[src/rtl/lirq_pkg.sv]
package lirq_pkg;
  localparam int DATA_W       = 32;
  localparam int LMASK_W      = 6;
  localparam int CMP_BIT      = 1;
  localparam int MAP_FLAG_BIT = 31;
  localparam int PIN_FLD_W    = 6;
  localparam logic [LMASK_W-1:0] LMASK_RST = 6'h32;
  localparam logic [DATA_W-1:0]  CMAP_RST  = 32'h8000_0000;
  localparam logic [DATA_W-1:0]  CMPV_RST  = 32'hFFFF_FFFF;

  typedef enum logic [3:0] {
    RG_CTL   = 4'd0,
    RG_PEND  = 4'd1,
    RG_MASK  = 4'd2,
    RG_MCLR  = 4'd3,
    RG_MSET  = 4'd4,
    RG_CMAP  = 4'd5,
    RG_OTHER = 4'd6,
    RG_IDENT = 4'd7,
    RG_CMPLO = 4'd8,
    RG_CMPHI = 4'd9
  } reg_code_e;

  function automatic logic [LMASK_W-1:0] mask_or_in(input logic [LMASK_W-1:0] cur,
                                                    input logic [DATA_W-1:0] d);
    return cur | d[LMASK_W-1:0];
  endfunction

  function automatic logic [LMASK_W-1:0] mask_knock_out(input logic [LMASK_W-1:0] cur,
                                                        input logic [DATA_W-1:0] d);
    return cur & ~d[LMASK_W-1:0];
  endfunction

  function automatic logic cmap_legal(input logic [DATA_W-1:0] d, input int max_pin);
    return {{(DATA_W-PIN_FLD_W){1'b0}}, d[PIN_FLD_W-1:0]} <= DATA_W'(max_pin);
  endfunction

  function automatic logic [DATA_W-1:0] cmap_keep(input logic [DATA_W-1:0] d);
    logic [DATA_W-1:0] keep;
    keep = '0;
    keep[MAP_FLAG_BIT] = 1'b1;
    keep[PIN_FLD_W-1:0] = '1;
    return d & keep;
  endfunction

  function automatic logic ptr_legal(input logic [DATA_W-1:0] d, input int n);
    return d < DATA_W'(n);
  endfunction
endpackage

[src/rtl/lirq_bank.sv]
module lirq_bank
  import lirq_pkg::*;
#(
  parameter int NUM_VP  = 4,
  parameter int MAX_PIN = 5,
  parameter int IDX_W   = 2
) (
  input  logic                 clk,
  input  logic                 rst_n,
  input  logic                 wr_en,
  input  logic [3:0]           wr_reg,
  input  logic [DATA_W-1:0]    wr_data,
  input  logic                 cmp_hit,
  output logic [LMASK_W-1:0]   mask_q,
  output logic [LMASK_W-1:0]   pend_q,
  output logic [DATA_W-1:0]    cmap_q,
  output logic [IDX_W-1:0]     other_q,
  output logic [DATA_W-1:0]    cmp_q,
  output logic                 mask_wr,
  output logic                 cmp_clr,
  output logic                 cmp_req,
  output logic [PIN_FLD_W-1:0] cmp_pin
);
  logic mset_wr, mclr_wr, cmap_wr_ok, ptr_wr_ok;

  assign mset_wr    = wr_en && (wr_reg == RG_MSET);
  assign mclr_wr    = wr_en && (wr_reg == RG_MCLR);
  assign mask_wr    = mset_wr || mclr_wr;
  assign cmap_wr_ok = wr_en && (wr_reg == RG_CMAP) && cmap_legal(wr_data, MAX_PIN);
  assign ptr_wr_ok  = wr_en && (wr_reg == RG_OTHER) && ptr_legal(wr_data, NUM_VP);
  assign cmp_clr    = wr_en && (wr_reg == RG_CMPLO);

  always_ff @(posedge clk) begin
    if (!rst_n) begin
      mask_q  <= LMASK_RST;
      pend_q  <= '0;
      cmap_q  <= CMAP_RST;
      other_q <= '0;
      cmp_q   <= CMPV_RST;
    end else begin
      if (mset_wr)    mask_q <= mask_or_in(mask_q, wr_data);
      if (mclr_wr)    mask_q <= mask_knock_out(mask_q, wr_data);
      if (cmap_wr_ok) cmap_q <= cmap_keep(wr_data);
      if (ptr_wr_ok)  other_q <= wr_data[IDX_W-1:0];
      if (cmp_clr)    cmp_q <= wr_data;
      if (cmp_hit)      pend_q[CMP_BIT] <= 1'b1;
      else if (cmp_clr) pend_q[CMP_BIT] <= 1'b0;
    end
  end

  assign cmp_req = pend_q[CMP_BIT] & mask_q[CMP_BIT] & cmap_q[MAP_FLAG_BIT];
  assign cmp_pin = cmap_q[PIN_FLD_W-1:0];
endmodule

[src/rtl/lirq_route.sv]
module lirq_route #(
  parameter int NUM_VP = 4,
  parameter int IDX_W  = 2
) (
  input  logic                    req_valid,
  input  logic                    req_write,
  input  logic                    req_other,
  input  logic [IDX_W-1:0]        req_vp,
  input  logic [NUM_VP*IDX_W-1:0] other_flat,
  output logic [IDX_W-1:0]        tgt_idx,
  output logic                    tgt_ok,
  output logic [NUM_VP-1:0]       wr_sel
);
  logic [IDX_W-1:0] req_ptr;

  always_comb begin
    req_ptr = '0;
    for (int v = 0; v < NUM_VP; v++) begin
      if (req_vp == IDX_W'(v)) req_ptr = other_flat[v*IDX_W +: IDX_W];
    end
  end

  assign tgt_ok  = {{(32-IDX_W){1'b0}}, req_vp} < 32'(NUM_VP);
  assign tgt_idx = req_other ? req_ptr : req_vp;

  for (genvar v = 0; v < NUM_VP; v++) begin : g_sel
    assign wr_sel[v] = req_valid && req_write && tgt_ok && (tgt_idx == IDX_W'(v));
  end
endmodule

[src/rtl/lirq_pin_merge.sv]
module lirq_pin_merge #(
  parameter int NUM_PINS  = 6,
  parameter int PIN_FLD_W = 6
) (
  input  logic                 cmp_req,
  input  logic [PIN_FLD_W-1:0] cmp_pin,
  input  logic [NUM_PINS-1:0]  shared_in,
  output logic [NUM_PINS-1:0]  pins
);
  for (genvar p = 0; p < NUM_PINS; p++) begin : g_pin
    assign pins[p] = shared_in[p] | (cmp_req && (cmp_pin == PIN_FLD_W'(p)));
  end
endmodule

[src/rtl/local_irq_bank.sv]
module local_irq_bank
  import lirq_pkg::*;
#(
  parameter int NUM_VP  = 4,
  parameter int MAX_PIN = 5,
  localparam int IDX_W    = (NUM_VP > 1) ? $clog2(NUM_VP) : 1,
  localparam int NUM_PINS = MAX_PIN + 1
) (
  input  logic                       clk,
  input  logic                       rst_n,
  input  logic                       req_valid,
  input  logic                       req_write,
  input  logic                       req_other,
  input  logic [IDX_W-1:0]           req_vp,
  input  logic [3:0]                 req_reg,
  input  logic [DATA_W-1:0]          req_wdata,
  output logic                       rd_valid,
  output logic [DATA_W-1:0]          rd_data,
  input  logic [NUM_VP-1:0]          cmp_hit,
  input  logic [NUM_VP*NUM_PINS-1:0] shared_pin,
  output logic [NUM_VP*NUM_PINS-1:0] vp_pin
);
  logic [IDX_W-1:0]        tgt_idx;
  logic                    tgt_ok;
  logic [NUM_VP-1:0]       wr_sel;
  logic [NUM_VP*IDX_W-1:0] other_flat;
  logic [NUM_VP*LMASK_W-1:0] mask_flat;
  logic [NUM_VP-1:0]       pend_cmp;
  logic [NUM_VP-1:0]       mask_wr_ev;
  logic [NUM_VP-1:0]       cmp_clr_ev;
  logic [NUM_VP*PIN_FLD_W-1:0] cmap_pin_flat;

  logic [LMASK_W-1:0]   mask_a  [NUM_VP];
  logic [LMASK_W-1:0]   pend_a  [NUM_VP];
  logic [DATA_W-1:0]    cmap_a  [NUM_VP];
  logic [IDX_W-1:0]     other_a [NUM_VP];
  logic [DATA_W-1:0]    cmp_a   [NUM_VP];
  logic                 creq_a  [NUM_VP];
  logic [PIN_FLD_W-1:0] cpin_a  [NUM_VP];

  lirq_route #(.NUM_VP(NUM_VP), .IDX_W(IDX_W)) route_i (
    .req_valid (req_valid),
    .req_write (req_write),
    .req_other (req_other),
    .req_vp    (req_vp),
    .other_flat(other_flat),
    .tgt_idx   (tgt_idx),
    .tgt_ok    (tgt_ok),
    .wr_sel    (wr_sel)
  );

  for (genvar v = 0; v < NUM_VP; v++) begin : g_vp
    lirq_bank #(.NUM_VP(NUM_VP), .MAX_PIN(MAX_PIN), .IDX_W(IDX_W)) bank_i (
      .clk    (clk),
      .rst_n  (rst_n),
      .wr_en  (wr_sel[v]),
      .wr_reg (req_reg),
      .wr_data(req_wdata),
      .cmp_hit(cmp_hit[v]),
      .mask_q (mask_a[v]),
      .pend_q (pend_a[v]),
      .cmap_q (cmap_a[v]),
      .other_q(other_a[v]),
      .cmp_q  (cmp_a[v]),
      .mask_wr(mask_wr_ev[v]),
      .cmp_clr(cmp_clr_ev[v]),
      .cmp_req(creq_a[v]),
      .cmp_pin(cpin_a[v])
    );

    lirq_pin_merge #(.NUM_PINS(NUM_PINS), .PIN_FLD_W(PIN_FLD_W)) merge_i (
      .cmp_req  (creq_a[v]),
      .cmp_pin  (cpin_a[v]),
      .shared_in(shared_pin[v*NUM_PINS +: NUM_PINS]),
      .pins     (vp_pin[v*NUM_PINS +: NUM_PINS])
    );

    assign other_flat[v*IDX_W +: IDX_W]           = other_a[v];
    assign mask_flat[v*LMASK_W +: LMASK_W]        = mask_a[v];
    assign pend_cmp[v]                            = pend_a[v][CMP_BIT];
    assign cmap_pin_flat[v*PIN_FLD_W +: PIN_FLD_W] = cmap_a[v][PIN_FLD_W-1:0];
  end

  logic [DATA_W-1:0] rd_next;

  always_comb begin
    logic [LMASK_W-1:0] s_mask, s_pend;
    logic [DATA_W-1:0]  s_cmap, s_cmp;
    logic [IDX_W-1:0]   s_other;
    s_mask = '0; s_pend = '0; s_cmap = '0; s_cmp = '0; s_other = '0;
    for (int v = 0; v < NUM_VP; v++) begin
      if (tgt_idx == IDX_W'(v)) begin
        s_mask  = mask_a[v];
        s_pend  = pend_a[v];
        s_cmap  = cmap_a[v];
        s_cmp   = cmp_a[v];
        s_other = other_a[v];
      end
    end
    case (req_reg)
      RG_PEND:  rd_next = {{(DATA_W-LMASK_W){1'b0}}, s_pend};
      RG_MASK:  rd_next = {{(DATA_W-LMASK_W){1'b0}}, s_mask};
      RG_CMAP:  rd_next = s_cmap;
      RG_OTHER: rd_next = {{(DATA_W-IDX_W){1'b0}}, s_other};
      RG_IDENT: rd_next = {{(DATA_W-IDX_W){1'b0}}, tgt_idx};
      RG_CMPLO: rd_next = s_cmp;
      default:  rd_next = '0;
    endcase
    if (!tgt_ok) rd_next = '0;
  end

  always_ff @(posedge clk) begin
    if (!rst_n) begin
      rd_valid <= 1'b0;
      rd_data  <= '0;
    end else begin
      rd_valid <= req_valid && !req_write;
      if (req_valid && !req_write) rd_data <= rd_next;
    end
  end
endmodule

[config.mk]
export PLATFORM = sky130hd
export DESIGN_NAME = local_irq_bank
export DESIGN_NICKNAME = d
export VERILOG_FILES = /design/src/rtl/lirq_pkg.sv /design/src/rtl/lirq_bank.sv /design/src/rtl/lirq_route.sv /design/src/rtl/lirq_pin_merge.sv /design/src/rtl/local_irq_bank.sv
export SDC_FILE = /design/constraint.sdc
export NUM_CORES = 1
export LEC_CHECK = 0
export BUFFER_PORTS_ARGS = -buffer_cell sky130_fd_sc_hd__clkbuf_2
export CELL_PAD_IN_SITES_DETAIL_PLACEMENT = 0
export CELL_PAD_IN_SITES_GLOBAL_PLACEMENT = 1
export CORE_MARGIN = 4
export CORE_UTILIZATION = 50
export CTS_BUF_LIST = sky130_fd_sc_hd__clkbuf_2
export DETAILED_ROUTE_END_ITERATION = 8
export GPL_TIMING_DRIVEN = 0
export PLACE_DENSITY = 0.95
export SLEW_MARGIN = 20
export SYNTH_ARGS = -nofsm -noshare
export SYNTH_HDL_FRONTEND = slang
export SYNTH_HIERARCHICAL = 1
export SYNTH_SLANG_ARGS = --single-unit
[constraint.sdc]
create_clock -name clk -period 5.45 [get_ports clk]
set_clock_uncertainty 0.2 [all_clocks]
set_input_delay 1.09 -clock clk [delete_from_list [all_inputs] [get_ports clk]]
set_output_delay 1.09 -clock clk [all_outputs]
set_load 0.005 [all_outputs]
* Yosys cells after proc, flatten, opt, wreduce, memory -nomap -nowiden
Index checks and enable logic that the tools add are counted.
Widths: inputs -> output; s select.
** Operators by class
- Mux-type cells :: 42
- Reductions and logical operators :: 73
- Divide/modulo/power cells :: 0
- Bitwise operators :: 41
- Magnitude comparators :: 2
- Multipliers :: 0
- Shifts and indexed selects :: 0
- Eq/ne operators :: 34
- Add/sub/neg operators :: 0
** Operators by type and width (count)
- $mux 32 :: 8
- $pmux 32 s6 :: 1
- $mux 6 :: 15
- $logic_and 1x1->1 :: 58
- $eq 6x2->1 const B :: 8
- $eq 6x3->1 const B :: 8
- $lt 32x3->1 const B :: 1
- $and 6x6->6 :: 4
- $eq 6x1->1 const B :: 4
- $logic_not 6->1 :: 4
- $or 1x1->1 :: 24
- $or 6x6->6 :: 4
- $mux 2 :: 10
- $eq 4x3->1 const B :: 4
- $reduce_bool 2->1 :: 8
- $and 1x1->1 :: 8
- $eq 2x2->1 const B :: 4
- $eq 4x2->1 const B :: 2
- $mux 1 :: 8
- $le 6x3->1 const B :: 1
- $not 6->6 :: 1
- $eq 2x1->1 const B :: 2
- $eq 4x1->1 const B :: 1
- $eq 4x4->1 const B :: 1
- other kinds (2) :: 3
** Word-level totals
- Bits in read-only memories :: 0
- Memories :: 0
- Output and inout bits :: 57
- Logic and storage cells :: 214
- Latch bits :: 0
- Register bits after elaboration :: 225
- Bits in writable memories :: 0

* Depth between registers and ports, before layout
- Word-level depth :: 12
- Depth in mapped cells :: 11
- Depth with buffers taken out :: 8

* Cells and area by module
The synthesis kept the hierarchy.
** Modules (own cells, without submodules)
- lirq_bank :: area an instance 2114.5 um2, seq. area each 960.9 um2, instances 4, cells each 256
- local_irq_bank :: area an instance 3736.1 um2, seq. area each 660.6 um2, instances 1, cells each 299
- lirq_pin_merge :: area an instance 95.1 um2, seq. area each 0.0 um2, instances 4, cells each 11
- lirq_route :: area an instance 239.0 um2, seq. area each 0.0 um2, instances 1, cells each 35

* Least setup slack after synthesis
OpenSTA, ideal clock, no wires.
- Kind :: input port to flip-flop
- From :: in req_vp[0]
- To :: reg rd_data[11]
- Stages :: 10
- Library setup time :: 0.128 ns
- Data arrival time :: 2.943 ns
- Data required time :: 5.122 ns
- Path buffers :: 3
- Setup slack :: 2.179 ns
- Cell sequence :: buf_6 nand4b_1 nand3_1 or2_1 buf_6 buf_4 mux4_1 a22o_1 a32oi_1 nor2_1
** Between the ends
- Longest elaborated chain between the ends :: 12
** Ends and longest elaborated chain
- from (decl) :: line local_irq_bank.sv:14 : input logic [IDX_W-1:0] req_vp,
- $logic_not 2->1 :: line lirq_route.sv:19 : if (req_vp == IDX_W'(v)) req_ptr = other_flat[v*IDX_W +: IDX_W];
- $mux 2 (4 in series) :: line lirq_route.sv:19
- $mux 2 * :: line lirq_route.sv:24 : assign tgt_idx = req_other ? req_ptr : req_vp;
- net tgt_idx[0] :: line local_irq_bank.sv:23 : logic [IDX_W-1:0] tgt_idx;
- $logic_not 2->1 :: line local_irq_bank.sv:92 : if (tgt_idx == IDX_W'(v)) begin
- $mux 32 (4 in series) :: line local_irq_bank.sv:92
- $pmux 32 s6 * :: line local_irq_bank.sv:100 : case (req_reg)
- to (signal assigned) :: line local_irq_bank.sv:118 : if (req_valid && !req_write) rd_data <= rd_next;
- to (decl) :: line local_irq_bank.sv:18 : output logic [DATA_W-1:0] rd_data,
Mark *: on every way through the listed nets, which the timed path passes. The rest lies on a longest branch.
A chain may end at the register's enable or synchronous reset.

==> results.json <==
{
  "fp.dieH_um": 168,
  "worst_slack_ps": 1840,
  "cts_hold_buf": 0,
  "cts_setup_buffers": 0,
  "netlist_instances": 1398,
  "layout_commonest_cell": "nand2_1",
  "whs_ps": 213,
  "nFillCells": 2257,
  "cp-start-kind": "register",
  "rows": 58,
  "status": "finished clean",
  "powerDensity_nw_per_um2": 218,
  "ios": 128,
  "endpoint_kind": "primary output",
  "cp.arrival_ps": 2320,
  "h-tree-depth": 2,
  "r2r_start": "g_vp[0].bank_i/other_q[1]",
  "timing.final.crit_share": 0.662,
  "post-dp-hpwl_mm": 28.7,
  "min_from": "cmp_hit[1]",
  "numCtsBuffers": 58,
  "hold_depth": 3,
  "rrSetupSlack_ps": 2220,
  "drtAntennaViolNets": 0,
  "dr.pass1.iters": 7,
  "clkTransAtPathRegs_ps": 100,
  "detail_route.wl_per_cell_um": 19.0,
  "slowest_stage": "nor4b_4",
  "peakVddDrop_uv": 166,
  "tns_ps": 0,
  "cts_num_sinks": 225,
  "yosysWarnings": 6,
  "grt_first_pass_wirelength_mm": 60.6,
  "min_path_type": "in -> reg",
  "hold_path_end": "g_vp[1].bank_i/pend_q[1]",
  "hold_viol_final": 0,
  "reg2reg_to": "rd_data[6]",
  "max_slew_margin": 0.345,
  "fin_nets": 1770,
  "rsz0062_at_grt": "false",
  "dr.first_iter.drc_count": 1373,
  "cp_max_fo": 6,
  "cp.required_ps": 4160,
  "dpl_worst_slack_ps": 1420,
  "p_leak_uw": 0.00660,
  "io_buffers": 125,
  "max_stage_delay_ps": 440,
  "path_cells": "and3_1 -> nor4b_4 -> a41o_1 -> clkbuf_2",
  "slew_viol_final": 0,
  "vias": 11600,
  "crit_type": "reg -> out",
  "rr_worst_depth": 9,
  "ff_latch_area_um2": 4500,
  "via_per_inst": 5.63,
  "root_buffer": "clkbuf_2",
  "grtUsageTotal": 0.270,
  "grt_pass1_vias": 11200,
  "setup-violations-final": 0,
  "gp_congestion": 0.895,
  "area_growth_pct": 15.2,
  "grt_max_degree": 29,
  "antenna_found_initial": 1,
  "max-cap-violations": 0,
  "die-area_um2": 28200,
  "tritoncts": "yes",
  "syn_area_um2": 12800,
  "cts_resized": 0,
  "finalCriticalPeriod_ps": 3610,
  "multiInputGateArea_um2": 6960,
  "die_w_um": 168,
  "clockBufferDepth": 3,
  "syn_avg_cell_area_um2": 9.15,
  "worst_pin_slew_ps": 974,
  "drc": 0,
  "final_cell_mix": "293 x nand2_1, 225 x dfxtp_1, 211 x clkbuf_2, 155 x buf_4, 152 x nand3_1",
  "grt_overflow": 0,
  "clk_latency_ps": 900,
  "fp.coreArea_um2": 25200,
  "drt_wl_total_mm": 39.1,
  "start_util": 0.508,
  "drive_above_1_share": 0.299,
  "fmax_ghz": 0.277
}
-- area by class of cell --
class / instances / share of cell area
tap: 330 / 0.0280
sequential: 225 / 0.306
multi-input combinational: 1037 / 0.473
antenna: 1 / 0.000170
inverter: 20 / 0.00645
buffer: 232 / 0.113
timing repair buffer: 125 / 0.0425
clock inverter: 8 / 0.00272
clock buffer: 86 / 0.0292
-- per-layer routing --
layer,track usage,wire length (µm),vias to the layer above
li1,-,-,5452
met1,0.364,16500,5529
met2,0.437,18200,563
met3,0.0512,3530,82
met4,0.0921,945,0
met5,0,0,-
-- worst max-delay path, delay by kind of cell, from the launching register on --
| kind | cells | cell delay, ps |
|---|---|---|
| buffers and inverters | 1 | 110 |
| DFF | 1 | 390 |
| AOI/OAI and AO/OA | 1 | 250 |
| and+or+nand+nor | 2 | 670 |
-- how the worst max path moves through the flow --
| stage | endpoint | cells after the start |
|---|---|---|
| 2_1_floorplan | rd_data[11] | 10 |
| 3_3_place_gp | rd_data[31] | 11 |
| 3_5_place_dp | rd_data[31] | 11 |
| 4_1_cts | vp_pin[17] | 4 |
| 5_1_grt | vp_pin[17] | 4 |
| 6_report | vp_pin[17] | 4 |
-- power breakdown --
group	internal, µW	leakage [µW]	total, µW	switching, µW
combinational	197	0.00441	444	247
sequential	1650	0.00182	1660	4.58
clock	415	0.000374	1110	694
-- metrics by stage --
step | utilization | cell area (µm²) | instances | total power (µW)
after floorplan | - | 13200 | 1514 | 1970
after global placement | 0.566 | 14300 | 1969 | 2120
after detailed placement | 0.566 | 14300 | 1969 | 2120
after CTS | 0.585 | 14700 | 2063 | 3210
after global routing | 0.585 | 14700 | 2064 | 3330
final | 0.585 | 14700 | 2064 | 3210
Note: power is estimated with default switching activity, not from simulation.
